`src/rtl/win_line_addr_gen_pkg.sv`:
```
package win_line_addr_gen_pkg;
  typedef enum logic [1:0] {
    FMT_XRGB1555 = 2'd0,
    FMT_RGB565   = 2'd1,
    FMT_XRGB888  = 2'd2,
    FMT_ARGB8888 = 2'd3
  } pix_fmt_e;

  typedef enum logic {
    ST_IDLE = 1'b0,
    ST_RUN  = 1'b1
  } walk_state_e;

  // full-burst word count per format when the buffer is wide
  function automatic int unsigned long_burst_words(pix_fmt_e fmt);
    case (fmt)
      FMT_XRGB1555, FMT_RGB565:  return 16;
      FMT_XRGB888, FMT_ARGB8888: return 16;
      default:                   return 16;
    endcase
  endfunction
endpackage

```
`src/rtl/wlag_stride_unpack.sv`:
```
module wlag_stride_unpack #(
  parameter int unsigned WORD_W   = 32,
  parameter int unsigned NRM_FLD_W = 14,
  parameter int unsigned ALT_FLD_W = 15,
  localparam int unsigned FLD_W   = (ALT_FLD_W > NRM_FLD_W) ? ALT_FLD_W : NRM_FLD_W
) (
  input  logic [WORD_W-1:0] stride_word_i,
  input  logic              alt_layout_i,
  output logic [FLD_W-1:0]  page_w_o,
  output logic [FLD_W-1:0]  gap_o
);
  logic [FLD_W-1:0] nrm_pw, nrm_gap, alt_pw, alt_gap;

  always_comb begin
    nrm_pw  = '0;
    nrm_gap = '0;
    alt_pw  = '0;
    alt_gap = '0;
    nrm_pw[NRM_FLD_W-1:0]  = stride_word_i[NRM_FLD_W-1:0];
    nrm_gap[NRM_FLD_W-1:0] = stride_word_i[2*NRM_FLD_W-1:NRM_FLD_W];
    alt_pw[ALT_FLD_W-1:0]  = stride_word_i[ALT_FLD_W-1:0];
    alt_gap[ALT_FLD_W-1:0] = stride_word_i[2*ALT_FLD_W-1:ALT_FLD_W];
  end

  assign page_w_o = alt_layout_i ? alt_pw  : nrm_pw;
  assign gap_o    = alt_layout_i ? alt_gap : nrm_gap;
endmodule

```
`src/rtl/wlag_burst_sel.sv`:
```
module wlag_burst_sel
  import win_line_addr_gen_pkg::*;
#(
  parameter int unsigned FBW_W        = 13,
  parameter int unsigned NARROW_LIMIT = 128,
  parameter int unsigned SHORT_WORDS  = 8,
  parameter int unsigned WORD_BYTES   = 4,
  parameter int unsigned LEN_W        = 7
) (
  input  pix_fmt_e          fmt_i,
  input  logic [FBW_W-1:0]  fb_width_i,
  output logic [LEN_W-1:0]  burst_bytes_o
);
  localparam logic [FBW_W-1:0] LIMIT = FBW_W'(NARROW_LIMIT);
  localparam logic [LEN_W-1:0] SHORT_BYTES = LEN_W'(SHORT_WORDS * WORD_BYTES);

  logic [LEN_W-1:0] long_bytes;
  always_comb long_bytes = LEN_W'(long_burst_words(fmt_i) * WORD_BYTES);

  // narrow buffers tear with long bursts
  assign burst_bytes_o = (fb_width_i < LIMIT) ? SHORT_BYTES : long_bytes;
endmodule

```
`src/rtl/wlag_walker.sv`:
```
module wlag_walker
  import win_line_addr_gen_pkg::*;
#(
  parameter int unsigned ADDR_W = 32,
  parameter int unsigned PW_W   = 15,
  parameter int unsigned LEN_W  = 7
) (
  input  logic              clk_i,
  input  logic              rst_ni,
  input  logic              start_i,
  input  logic [ADDR_W-1:0] base_i,
  input  logic [ADDR_W-1:0] end_i,
  input  logic [PW_W-1:0]   page_w_i,
  input  logic [PW_W-1:0]   gap_i,
  input  logic [LEN_W-1:0]  burst_i,
  input  logic              ready_i,
  output logic              valid_o,
  output logic [ADDR_W-1:0] addr_o,
  output logic [LEN_W-1:0]  len_o,
  output logic              busy_o,
  output logic              done_o
);
  walk_state_e       state_q;
  logic [ADDR_W-1:0] line_q, end_q;
  logic [PW_W-1:0]   pos_q, pw_q, gap_q;
  logic [LEN_W-1:0]  burst_q;
  logic              done_q;

  logic [PW_W-1:0]   rem;
  logic [PW_W-1:0]   burst_ext;
  logic              tail;
  logic [ADDR_W:0]   next_line;
  logic              past_end;
  logic              empty_win;
  logic              fire;

  assign rem       = pw_q - pos_q;
  assign burst_ext = PW_W'(burst_q);
  assign tail      = (rem <= burst_ext);
  assign next_line = {1'b0, line_q} + (ADDR_W+1)'(pw_q) + (ADDR_W+1)'(gap_q);
  assign past_end  = (next_line >= {1'b0, end_q});
  assign empty_win = (page_w_i == '0) || (base_i >= end_i);
  assign fire      = (state_q == ST_RUN) && ready_i;

  always_ff @(posedge clk_i or negedge rst_ni) begin
    if (!rst_ni) begin
      state_q <= ST_IDLE;
      line_q  <= '0;
      end_q   <= '0;
      pos_q   <= '0;
      pw_q    <= '0;
      gap_q   <= '0;
      burst_q <= '0;
      done_q  <= 1'b0;
    end else if (state_q == ST_IDLE) begin
      if (start_i) begin
        line_q  <= base_i;
        end_q   <= end_i;
        pos_q   <= '0;
        pw_q    <= page_w_i;
        gap_q   <= gap_i;
        burst_q <= burst_i;
        done_q  <= empty_win;
        state_q <= empty_win ? ST_IDLE : ST_RUN;
      end
    end else if (fire) begin
      if (tail) begin
        pos_q <= '0;
        if (past_end) begin
          state_q <= ST_IDLE;
          done_q  <= 1'b1;
        end else begin
          line_q <= next_line[ADDR_W-1:0];
        end
      end else begin
        pos_q <= pos_q + burst_ext;
      end
    end
  end

  assign valid_o = (state_q == ST_RUN);
  assign busy_o  = (state_q == ST_RUN);
  assign done_o  = done_q;
  assign addr_o  = line_q + ADDR_W'(pos_q);
  assign len_o   = tail ? rem[LEN_W-1:0] : burst_q;
endmodule

```
`src/rtl/win_line_addr_gen.sv`:
```
module win_line_addr_gen
  import win_line_addr_gen_pkg::*;
#(
  parameter int unsigned ADDR_W       = 32,
  parameter int unsigned FBW_W        = 13,
  parameter int unsigned NRM_FLD_W    = 14,
  parameter int unsigned ALT_FLD_W    = 15,
  parameter int unsigned NARROW_LIMIT = 128,
  parameter int unsigned SHORT_WORDS  = 8,
  parameter int unsigned WORD_BYTES   = 4,
  localparam int unsigned LEN_W = $clog2(16 * WORD_BYTES + 1),
  localparam int unsigned PW_W  = (ALT_FLD_W > NRM_FLD_W) ? ALT_FLD_W : NRM_FLD_W
) (
  input  logic              clk_i,
  input  logic              rst_ni,
  input  logic              start_i,
  input  logic [ADDR_W-1:0] base_addr_i,
  input  logic [ADDR_W-1:0] end_addr_i,
  input  logic [31:0]       stride_word_i,
  input  logic              alt_layout_i,
  input  logic [1:0]        pix_fmt_i,
  input  logic [FBW_W-1:0]  fb_width_i,
  output logic              req_valid_o,
  input  logic              req_ready_i,
  output logic [ADDR_W-1:0] req_addr_o,
  output logic [LEN_W-1:0]  req_len_o,
  output logic              busy_o,
  output logic              done_o
);
  logic [PW_W-1:0]  page_w, gap;
  logic [LEN_W-1:0] burst_bytes;

  wlag_stride_unpack #(
    .WORD_W   (32),
    .NRM_FLD_W(NRM_FLD_W),
    .ALT_FLD_W(ALT_FLD_W)
  ) i_unpack (
    .stride_word_i(stride_word_i),
    .alt_layout_i (alt_layout_i),
    .page_w_o     (page_w),
    .gap_o        (gap)
  );

  wlag_burst_sel #(
    .FBW_W       (FBW_W),
    .NARROW_LIMIT(NARROW_LIMIT),
    .SHORT_WORDS (SHORT_WORDS),
    .WORD_BYTES  (WORD_BYTES),
    .LEN_W       (LEN_W)
  ) i_burst_sel (
    .fmt_i        (pix_fmt_e'(pix_fmt_i)),
    .fb_width_i   (fb_width_i),
    .burst_bytes_o(burst_bytes)
  );

  wlag_walker #(
    .ADDR_W(ADDR_W),
    .PW_W  (PW_W),
    .LEN_W (LEN_W)
  ) i_walker (
    .clk_i   (clk_i),
    .rst_ni  (rst_ni),
    .start_i (start_i),
    .base_i  (base_addr_i),
    .end_i   (end_addr_i),
    .page_w_i(page_w),
    .gap_i   (gap),
    .burst_i (burst_bytes),
    .ready_i (req_ready_i),
    .valid_o (req_valid_o),
    .addr_o  (req_addr_o),
    .len_o   (req_len_o),
    .busy_o  (busy_o),
    .done_o  (done_o)
  );
endmodule

```
`config.mk`:
```
export PLATFORM = sky130hd
export DESIGN_NAME = win_line_addr_gen
export DESIGN_NICKNAME = d
export VERILOG_FILES = /design/src/rtl/win_line_addr_gen_pkg.sv /design/src/rtl/wlag_stride_unpack.sv /design/src/rtl/wlag_burst_sel.sv /design/src/rtl/wlag_walker.sv /design/src/rtl/win_line_addr_gen.sv
export SDC_FILE = /design/constraint.sdc
export NUM_CORES = 1
export LEC_CHECK = 0
export BUFFER_PORTS_ARGS = -buffer_cell sky130_fd_sc_hd__buf_4
export CAP_MARGIN = 0
export CORE_MARGIN = 2
export CORE_UTILIZATION = 30
export CTS_BUF_LIST = sky130_fd_sc_hd__clkbuf_4 sky130_fd_sc_hd__clkbuf_8 sky130_fd_sc_hd__clkbuf_16
export DETAILED_ROUTE_END_ITERATION = 16
export GPL_TIMING_DRIVEN = 0
export MAX_ROUTING_LAYER = met4
export PLACE_DENSITY = 0.46
export SYNTH_ARGS = -nofsm -noshare
export SYNTH_HDL_FRONTEND = slang
export SYNTH_SLANG_ARGS = --single-unit
```
`constraint.sdc`:
```
create_clock -name clk_i -period 12.5 [get_ports clk_i]
set_input_delay 0.625 -clock clk_i [delete_from_list [all_inputs] [get_ports clk_i]]
set_output_delay 0.625 -clock clk_i [all_outputs]
set_load 0.01 [all_outputs]
```
Word level (Yosys, flattened, before mapping)
Index checks and enable logic that the tools add are counted.
{ "word_totals": {"register_bits": 118, "latch_bits": 0, "mem_bits_rw": 0, "romBits": 0, "wordCells": 60, "mem_count": 0} }
{ "op_classes": {"addsub": 5, "mul": 0, "n_div": 0, "order_cmp": 4, "eq_ne": 7, "n_shift": 0, "muxes": 25, "bitwise_logic": 1, "n_reduce_logical": 10} }
{ "ops": {"columns": ["cell", "n"], "rows": [
  ["two-way mux 32 bit", 5],
  ["two-way mux 15 bit", 6],
  ["adder 32 x 15 -> 33 bit", 1],
  ["adder 33 x 15 -> 33 bit", 1],
  [">= comparator 33 x 32 -> 1 bit", 1],
  ["adder 32 x 15 -> 32 bit", 1],
  [">= comparator 32 bit", 1],
  ["adder 15 x 7 -> 15 bit", 1],
  ["<= comparator 15 x 7 -> 1 bit", 1],
  ["logical NOT 15 bit", 1],
  ["subtractor 15 bit", 1],
  ["two-way mux 7 bit", 2],
  ["less-than comparator 13 x 8 -> 1 bit (second input constant)", 1],
  ["two-way mux 1 bit", 11],
  ["inequality test 2 bit (second input constant)", 4],
  ["AND reduction 4 bit", 2],
  ["two-way mux 5 bit", 1],
  ["equality test 2 bit (second input constant)", 2],
  ["AND reduction 2 bit", 2],
  ["OR reduction 4 bit", 1],
  ["equality test 2 x 1 -> 1 bit (second input constant)", 1],
  ["logical NOT 2 bit", 1],
  ["nonzero test 2 bit", 1],
  ["logical AND 1 bit", 1],
  ["other kinds (2)", 2]
]} }

Depth between registers and ports, before layout
Gate-level depths: netlist of run 1.
{ "depth": {"ltp_word": 7, "ltp_mapped": 22} }

Modules after synthesis
From an unflattened synthesis of run 1, not the netlist that was laid out.
{ "hier_totals": {"cells_unflattened": 1263, "hier_area_um2": 10666.5} }
{ "modules_own_cells": {"columns": ["module", "n_inst", "cells_per_inst", "area_per_inst_um2"], "rows": [
  ["wlag_walker", 1, 1220, 10263.6],
  ["wlag_stride_unpack", 1, 32, 339.1],
  ["wlag_burst_sel", 1, 11, 63.8]
]} }

Least setup slack after synthesis of run 1
No wires, ideal clock.
{ "synth_path": {"path_kind": "register -> register", "start": "reg i_walker.gap_q[7]", "end": "reg i_walker.line_q[10]", "setup_ps": 123, "t_arrival_ps": 4978, "t_required_ps": 12377, "path_slack_ps": 7400, "stages_incl_launch_ff": 23, "n_path_buf": 4, "path_cell_list": "dfrtp_1 -> fa_1 -> ha_1 -> clkbuf_1 -> nand3_1 -> nor3b_1 -> o31ai_1 -> a41o_1 -> clkbuf_1 -> or2_2 -> buf_2 -> nor2_1 -> xor2_1 -> ha_1 -> a21oi_1 -> nor2_1 -> a211oi_1 -> o21ai_0 -> a2111oi_2 -> nand4b_4 -> or2_0 -> buf_2 -> o221a_2"} }
{ "synth_between": {"elab_chain_len": 5} }
{ "synth_lines": {"columns": ["element", "line_no", "text"], "rows": [
  ["start: declaration", "wlag_walker.sv:25", "logic [PW_W-1:0] pos_q, pw_q, gap_q;"],
  ["start signal: assignment", "wlag_walker.sv:61", "gap_q <= gap_i;"],
  ["adder 33 x 15 -> 33 bit *", "wlag_walker.sv:40", "assign next_line = {1'b0, line_q} + (ADDR_W+1)'(pw_q) + (ADDR_W+1)'(gap_q);"],
  ["branches (longest 4 deep; another with >= comparator 33 x 32 -> 1 bit)", null, null],
  ["end signal: assignment", "wlag_walker.sv:57", "line_q <= base_i;"],
  ["end signal: assignment", "wlag_walker.sv:73", "line_q <= next_line[ADDR_W-1:0];"],
  ["end: declaration", "wlag_walker.sv:24", "logic [ADDR_W-1:0] line_q, end_q;"]
]} }
Mark *: on every way between the ends. The select of a mux whose other input is x is not followed.
A chain may end at the register's enable or synchronous reset.

Final worst setup path of run 1
{ "layout_path": {"start": "reg i_walker.pw_q[2]", "end": "reg i_walker.line_q[15]"} }
{ "layout_between": {"elab_chain_len": 6} }
{ "layout_lines": {"columns": ["element", "line_no", "text"], "rows": [
  ["start: declaration", "wlag_walker.sv:25", null],
  ["start signal: assignment", "wlag_walker.sv:60", "pw_q <= page_w_i;"],
  ["branches (longest 6 deep; another with adder 32 x 15 -> 33 bit)", null, null]
]} }
Parallel ways; which one is timed is not known. The select of a mux whose other input is x is not followed.

==> results of run 1 <==
path summary, 6_finish.rpt:
kind | endpoint | slack (ns) | cells after the start
worst max-delay path | i_walker.line_q[15]$_DFFE_PN0P_ | 5.49 | 20
worst min-delay path | i_walker.end_q[21]$_DFFE_PN0P_ | 0.17 | 1
worst max register to register | i_walker.line_q[15]$_DFFE_PN0P_ | 5.49 | 20
worst min register to register | i_walker.end_q[0]$_DFFE_PN0P_ | 0.51 | 2
max in group asynchronous | i_walker.pw_q[11]$_DFFE_PN0P_ | 11.55 | 2
min in group clk_i | i_walker.pw_q[13]$_DFFE_PN0P_ | 0.46 | 3
sequential cells by signal (all words and copies together), names as in the netlist:
name,count
i_walker.done_o,1
i_walker.busy_o,1
i_walker.gap_q,15
i_walker.pw_q,15
i_walker.burst_q,2
i_walker.end_q,32
i_walker.line_q,32
i_walker.pos_q,10
synthesized netlist by cell type (11+ instances only):
cell type	number	area [sq um]
a211oi_1	14	105.1
a21o_1	13	97.59
a21oi_1	60	300.3
and3_1	13	81.33
clkbuf_1	40	150.1
dfrtp_1	108	2703
fa_1	17	340.3
ha_1	104	1301
inv_1	97	364.1
mux2i_1	21	210.2
nand2_1	144	540.5
nand2b_1	15	93.84
nand3_1	30	150.1
nand4_1	11	68.82
nor2_1	77	289.0
nor3_1	22	110.1
nor4_1	13	81.33
o21ai_0	71	355.3
o22ai_1	13	81.33
xnor2_1	35	306.5
xor2_1	18	157.7
per-layer routing:
metal	up-vias	share of wire, %	wire length, um
met5	-	0	0
met4	0	1.9	621
met3	27	5.6	1814
met2	262	45	14420
met1	4131	48	15480
li1	4149	-	-
area by class of cell:
| cell class | instances | share of cell area (%) |
|---|---|---|
| Multi-Input combinational cell | 828 | 52.68 |
| Sequential cell | 108 | 24.44 |
| Timing Repair Buffer | 146 | 10.13 |
| Tap cell | 390 | 4.413 |
| Inverter | 98 | 3.327 |
| Clock buffer | 12 | 2.297 |
| Buffer | 56 | 2.059 |
| Clock inverter | 4 | 0.6563 |
logic make-up (layout without fill, tap and decap cells):
logic type               after synthesis  count (layout)  share of synthesized area, %
multiplexers                          25              25                         2.798
AO/OA/AOI/OAI                        257             257                         18.47
AND/OR/NAND/NOR                      370             370                         19.42
XOR/XNOR                              53              53                         5.088
other                                  2               2                       0.08231
adder cells (fa/ha/maj)              121             121                         17.99
flip-flops                           108             108                         29.62
buffers and inverters                154             316                         6.528
stage by stage:
stage | hold slack (ns) | instance area, sq um | worst slack [ns]
after floorplan | 0.3294 | 9124 | 7.400
after global placement | 0.4908 | 10700 | 5.590
after global routing | 0.1886 | 11060 | 5.243
final | 0.1662 | 11060 | 5.486
after CTS | 0.1774 | 11060 | 5.515
after detailed placement | 0.5010 | 10730 | 5.576
power by group:
group / internal (uW) / switching [uW]
clock network: 186 / 146
logic: 359 / 496
registers: 436 / 58.7
==> metrics.csv, run 1 <==
metric,value,unit
fmax,142.6,MHz
period_needed,7.014,ns
synthCells,1090,
final_hold_viol_count,0,
vias_per_cell,5.219,
rsz0062_at_grt,no,
hold_buffers,0,
ctsResizeCount,0,
irDropWorstVdd,0.06694,mV
dpl.hpwl,25.72,mm
utilization,37.11,%
crit_chain,fa_1 > ha_1 > a211oi_1 > nor2_1 > o31ai_1 > a41o_1 > clkbuf_1 > or2_2 > buf_2 > nor2_1 > xor2_1 > ha_1 > a21oi_1 > nor2_1 > a211oi_1 > o21ai_0 > a2111oi_2 > nand4b_4 > o21ai_1 > o221ai_1,
synth_seq_cells,108,
num_vias,8569,
synth_fp_nets,1327,
grt_pass1_wl,49.24,mm
yosysWarnings,0,
synth_edf_count,0,
overflow,0,
dr.pass1.iters,5,
pwr_density_cell,152.1,nW/um^2
cp_max_fo,10,
synth-async-reset-ratio,100.0,%
clkSlewWorstSetupHoldPaths,0.08,ns
cts_buffers,9,
cp-startpoint,i_walker.pw_q[2]$_DFFE_PN0P_,
setup_viol,0,
drc,0,
worst_slew_pin_slew,1.276,ns
final_nets,1484,
avgRoutedWirePerCell,19.69,um
grtUsageMet2,32.42,%
start_kind,register,
gr-usage-all-layers,21.33,%
layout.cells.non_filler,1642,
start_util,30.62,%
n_antenna_cell,0,
status,finished clean,
drt.antenna.violating_nets,0,
p_leak,0.005301,uW
tns,0,ns
critPathMaxStageDelay,0.80,ns
crit_arrival,7.22,ns
syn_area,9124,sq um
grt_start_max_net_pins,72,
clkLatencyLatePin,0.37,ns
crit_top_cell,nor2_1,
h-tree-depth,3,
cp_data_required_time,12.70,ns
synth_ff_type,dfrtp_1,
path_delay_family,compound AO/OA/AOI/OAI gates,
drive_gt1_share,15.18,%
regToRegStartpoint,i_walker.pw_q[2]$_DFFE_PN0P_,
final_common_cell,buf_4,
relSlewSlack,14.39,%
gp_congestion,0.8943,
cp-end-kind,register,
cts_sinks,108,
die_area,31820,sq um
area_growth,21.20,%
crit_buf_inv,2,
fill_cells,3196,
io_pins,158,
cts_setup_buffers,0,
fin_total_pwr,1682,uW
cap_viol_max_count,0,
die_y,178.4,um
tritoncts,yes,
dp_cells,1626,
worstHoldPathType,input port to async pin,
wl,32.34,mm
grtUsageMet1,29.88,%
ys_types,76,
grt_pass1_vias,8275,
slew_viol_final,0,
layout_common_cells,"buf_4, nand2_1, dfrtp_1, ha_1, inv_1",
first_iter_violations,662,
busiest_layer,met2,
worstSetupPathType,register to register,
multi_input_area,5826,sq um
io_buffers,145,
ff_latch_area,2703,sq um
min_period_over_period,56.11,%
grt.met3_usage,3.176,%
ys_seq_area_share,29.62,%
clockBufferDepth,2,
dieWidth,178.4,um
core_area,29800,sq um
row_count,63,
crit_slowest_cell,a2111oi_2,
avgSynthCellArea,8.370,sq um
clockRootBuffer,clkbuf_16,
antenna_found_initial,0,
clock-skew-final,0.01046,ns
No activity file was read; power rests on OpenSTA's default activity.
==> run 2, diff against run 1 <==
ABC_AREA = 1   (was not set)
clock period = 7.1 ns   (was 12.5 ns; I/O delays follow)
==> metrics.csv, run 2 <==
metric,value,unit
status,finished clean,
start_util,30.30,%
irDropWorstVdd,0.1128,mV
crit_arrival,5.15,ns
syn_area,9808,sq um
worst_slew_pin_slew,0.7034,ns
clkSlewWorstSetupHoldPaths,0.09,ns
dieWidth,184.8,um
synth_seq_cells,108,
cp_data_required_time,7.40,ns
cts_setup_buffers,0,
avgRoutedWirePerCell,16.49,um
synthCells,1440,
vias_per_cell,4.649,
grt_start_max_net_pins,57,
row_count,66,
drc,0,
die_area,34160,sq um
num_vias,9508,
final_hold_viol_count,0,
worstSetupPathType,register to register,
yosysMostFrequentCell,nand2_1,
tritoncts,yes,
final_nets,1835,
synth_ff_type,dfrtp_1,
overflow,0,
core_area,32370,sq um
grtUsageMet1,28.69,%
grt_pass1_vias,9441,
cp-end-kind,register,
tns,0,ns
synth_edf_count,0,
synth_top_area_share,27.55,%
layout.cells.non_filler,2045,
dpl.hpwl,28.69,mm
synthTopCellsByArea,"dfrtp_1, nand2_1, ha_1",
grtUsageMet2,33.44,%
setup_viol,0,
drive_gt1_share,11.79,%
start_kind,register,
area_growth,20.44,%
wl,33.73,mm
grt.met3_usage,2.300,%
synth_fp_nets,1677,
clockRootBuffer,clkbuf_16,
gr-usage-all-layers,20.96,%
period_needed,4.854,ns
cap_viol_max_count,0,
fmax,206.0,MHz
min_period_over_period,68.37,%
drt.antenna.violating_nets,0,
ff_latch_area,2703,sq um
io_pins,158,
final_common_cell,nand2_1,
io_buffers,145,
fill_cells,3652,
synth-async-reset-ratio,100.0,%
relSlewSlack,53.11,%
clock-skew-final,0.01531,ns
pwr_density_cell,167.8,nW/um^2
die_y,184.8,um
layout_common_cells,"nand2_1, inv_1, buf_4, nor2_1, dfrtp_1",
n_antenna_cell,0,
dp_cells,2028,
reg_top3,"i_walker.end_q: 32 flops, i_walker.line_q: 32 flops",
slew_viol_final,0,
cts_sinks,108,
ys_seq_area_share,27.55,%
first_iter_violations,458,
clockBufferDepth,2,
worstHoldPathType,input port to register,
cts_buffers,9,
yosys-top-cells-count,"nand2_1, inv_1, nor2_1",
rsz0062_at_grt,no,
gp_congestion,0.9120,
grt_pass1_wl,52.65,mm
yosysWarnings,0,
synth.largest_area_cell,dfrtp_1,
ys_types,47,
multi_input_area,6172,sq um
busiest_layer,met2,
clkLatencyLatePin,0.38,ns
h-tree-depth,3,
cp_max_fo,10,
p_leak,0.006495,uW
dr.pass1.iters,4,
avgSynthCellArea,6.811,sq um
antenna_found_initial,0,
==> run 2: cell count changes after synthesis, moves of 13 or more <==
cell	change
a211oi_1	-13
a21oi_1	+25
inv_1	+83
mux2i_1	-21
nand2_1	+319
nand2b_1	-15
nand3_1	+31
nand4_1	+41
nor2_1	+44
xnor2_1	-24
xor2_1	+21
==> run 2: cells by family (layout without fill, tap and decap cells) <==
logic type                 count (synthesis)  in the layout  share of synthesized area [%]
and+or+nand+nor                          734            734                          31.19
adders and majority gates                121            121                          16.74
xor gates and xnor gates                  50             50                          4.465
buffers and inverters                    234            397                          9.516
AOI/OAI and AO/OA                        191            191                          10.46
DFF                                      108            108                          27.55
other                                      2              2                        0.07657
==> run 2: critical path, cell delays in order (launching register included) <==
cell and delay [ns]:
dfrtp_1 0.42, fa_1 0.50, ha_1 0.25, fa_1 0.41, nand2_1 0.09, nand2_1 0.05
o21ai_0 0.20, inv_1 0.08, nand2_1 0.07, nand2_1 0.08, nand2_1 0.07, nand2_1 0.25
nand2_1 0.19, o21ai_0 0.11, and2_1 0.17, ha_1 0.26, nand2_1 0.07, nor2_1 0.05
nand2_1 0.11, nor2_1 0.06, a21oi_1 0.16, o311ai_1 0.13, nor2_2 0.15, nand2_1 0.07
nand2_2 0.17, buf_2 0.26, nand4_1 0.19, nand2_1 0.13
==> run 2: routing by layer <==
layer  vias to the layer above  share of wire, %
li1                       4960                 -
met1                      4362                50
met5                         -                 0
met4                         0               1.5
met3                        27               2.6
met2                       159                46
==> run 2: worst paths after layout <==
path                                                     start                              end  slack, ns  cells past startpoint
worst max-delay path            i_walker.line_q[1]$_DFFE_PN0P_  i_walker.line_q[12]$_DFFE_PN0P_       2.25                     27
worst min-delay path                          stride_word_i[2]     i_walker.pw_q[2]$_DFFE_PN0P_       0.18                      3
worst max register to register  i_walker.line_q[1]$_DFFE_PN0P_  i_walker.line_q[12]$_DFFE_PN0P_       2.25                     27
worst min register to register  i_walker.end_q[15]$_DFFE_PN0P_   i_walker.end_q[15]$_DFFE_PN0P_       0.49                      2
max in group asynchronous                               rst_ni    i_walker.end_q[2]$_DFFE_PN0P_       5.89                      3
min in group asynchronous                               rst_ni   i_walker.pos_q[10]$_DFFE_PN0P_       0.52                      2
==> run 2: what timing repair did <==
action | 4_1_cts | 5_1_grt
gates resized for setup | 0 | 0
endpoints found under the hold margin | 52 | 0
endpoints found under the setup margin | 0 | 0
hold buffers | 1 | 0
==> run 2: cell type report <==
class	count	area share [%]
buffer	52	2.118
clock buffer	10	2.023
clock inverter	6	0.6991
inverter	182	5.783
multi-input combinational	1098	52.25
sequential	108	22.88
tap	442	4.682
timing repair buffer	147	9.565
==> run 2: metrics by stage <==
stage          area [sq um]  power (uW)  setup slack, ns  hold slack (ns)  utilization [%]
5_1_grt               11810        2134            1.846           0.1852            36.49
4_1_cts               11810        2002            2.250           0.1782            36.49
3_5_place_dp          11480        1432            2.296           0.3601            35.47
6_report              11810        1983            2.246           0.1835            36.49
2_1_floorplan          9808        1168            3.191          0.05941                -
3_3_place_gp          11450        1430            2.338           0.4677            35.37
==> run 2: where the power goes <==
part	internal [uW]	leakage [uW]	switching, uW
sequential	649	0.00146	37.0
clock	292	0.000154	275
combinational	280	0.00488	450
total	1220	0.00649	762
==> run 3, diff against run 2 <==
clock period = 4.85 ns   (was 7.1 ns; I/O delays follow)
==> metrics.csv, run 3 (synthesis results as in run 2) <==
metric,value,unit
status,finished clean,
sequentialPowerShare,34.4,%
gr-usage-all-layers,20.96,%
grt_pass1_wl,52.64,mm
io_pins,158,
cts_buffers,9,
start_util,30.30,%
die_area,34160,sq um
cts_sinks,108,
io_buffers,145,
final_common_cell,nand2_1,
combPwrFrac,37.1,%
n_antenna_cell,0,
grt_start_max_net_pins,57,
dr.pass1.iters,4,
setup_viol,0,
core_area,32370,sq um
period_needed,4.493,ns
cp-end-kind,register,
gp_congestion,0.9120,
worstSetupPathType,register to register,
clock-skew-final,0.01507,ns
cp_data_required_time,5.15,ns
avgRoutedWirePerCell,16.52,um
worstHoldPathType,input port to register,
h-tree-depth,3,
slew_viol_final,0,
final_nets,1835,
area_growth,20.63,%
tritoncts,yes,
layout.cells.non_filler,2045,
dpl.hpwl,28.69,mm
dieWidth,184.8,um
die_y,184.8,um
utilization,36.55,%
first_iter_violations,462,
p_sw,1122,uW
cp_max_fo,10,
start_kind,register,
row_count,66,
vias_per_cell,4.647,
intPower,1794,uW
clockBufferDepth,2,
dp_cells,2028,
grt_pass1_vias,9435,
p_clk_share,28.5,%
worst_slew_pin_slew,0.7094,ns
layout_common_cells,"nand2_1, inv_1, buf_4, nor2_1, dfrtp_1",
drc,0,
fill_cells,3652,
final_hold_viol_count,0,
overflow,0,
drive_gt1_share,11.92,%
drt.antenna.violating_nets,0,
clkSlewWorstSetupHoldPaths,0.09,ns
pwr_density_cell,246.5,nW/um^2
fmax,222.6,MHz
reg_top3,"i_walker.end_q: 32 flops, i_walker.line_q: 32 flops",
relSlewSlack,52.70,%
crit_arrival,4.79,ns
irDropWorstVdd,0.1635,mV
cts_setup_buffers,0,
clkLatencyLatePin,0.37,ns
min_period_over_period,92.63,%
switching_share,38.47,%
p_leak,0.006497,uW
clockRootBuffer,clkbuf_16,
cap_viol_max_count,0,
fin_ws,0.3573,ns
pre_cts_slack,0.04607,ns
antenna_found_initial,0,
num_vias,9504,
wl,33.79,mm
## run 3: through the flow
step	setup TNS [ns]	total power, uW	hold slack [ns]	area, sq um
3_5_place_dp	0	2097	0.2476	11480
4_1_cts	0	2931	0.06573	11820
2_1_floorplan	0	1710	-0.05309	9808
3_3_place_gp	0	2093	0.4558	11450
6_report	0	2916	0.07188	11830
5_1_grt	-0.004303	3136	0.07267	11830
## run 3: critical path, cell delays in order, from the launching register on
cell and delay (ns):
dfrtp_1 0.51, fa_1 0.48, ha_1 0.37, nand2_1 0.11, inv_1 0.08, a21oi_1 0.14
nand2_1 0.13, nand2_1 0.08, nand2_1 0.14, nand2_1 0.13, inv_1 0.05, or2_2 0.28
and2_1 0.15, ha_1 0.29, nand2_1 0.08, nor2_1 0.05, nand2_1 0.11, nor2_1 0.06
a21oi_1 0.16, o311ai_1 0.13, nor2_2 0.15, nand2_1 0.10, nand2_4 0.13, buf_4 0.20
nand4_1 0.18, nand2_1 0.12
## run 3: layer usage
metal	global-route usage (%)	wire [um]	share of wire (%)
met2	33.42	15490	46
met5	-	0	0
met3	2.300	1010	3.0
met1	28.69	16820	50
met4	4.635	467	1.4
## run 3: repair_timing
item | in CTS | in global routing
endpoints found under the hold margin | 52 | 0
endpoints found under the setup margin | 1 | 32
gates resized for setup | 1 | 7
hold buffers | 1 | 0
## run 3: area by class of cell
type	instances	area, sq um	area share, %
Sequential cell	108	2703	22.84
Timing Repair Buffer	147	1130	9.550
Buffer	52	252.7	2.136
Tap cell	442	553.0	4.674
Clock buffer	10	239.0	2.020
Clock inverter	6	82.58	0.6980
Multi-Input combinational cell	1098	6188	52.31
Inverter	182	683.2	5.774
## run 3: power groups by stage
stage / logic [uW] / registers [uW] / clock network (uW)
after floorplan: 706 / 1000 / 0
final: 1080 / 1000 / 831
after global routing: 1240 / 1010 / 883
after detailed placement: 1070 / 1020 / 0
after CTS: 1080 / 1010 / 844
after global placement: 1070 / 1020 / 0
## run 3: path summary, 6_finish.rpt
kind                                                 from  slack [ns]  cells after the start                              end
min reg2reg                i_walker.end_q[15]$_DFFE_PN0P_        0.49                      2   i_walker.end_q[15]$_DFFE_PN0P_
max                        i_walker.line_q[7]$_DFFE_PN0P_        0.36                     25  i_walker.line_q[13]$_DFFE_PN0P_
max reg2reg                i_walker.line_q[7]$_DFFE_PN0P_        0.36                     25  i_walker.line_q[13]$_DFFE_PN0P_
min                                      stride_word_i[2]        0.07                      3     i_walker.pw_q[2]$_DFFE_PN0P_
max in group asynchronous                          rst_ni        3.75                      3    i_walker.end_q[2]$_DFFE_PN0P_
min in group asynchronous                          rst_ni        0.41                      2   i_walker.pos_q[10]$_DFFE_PN0P_
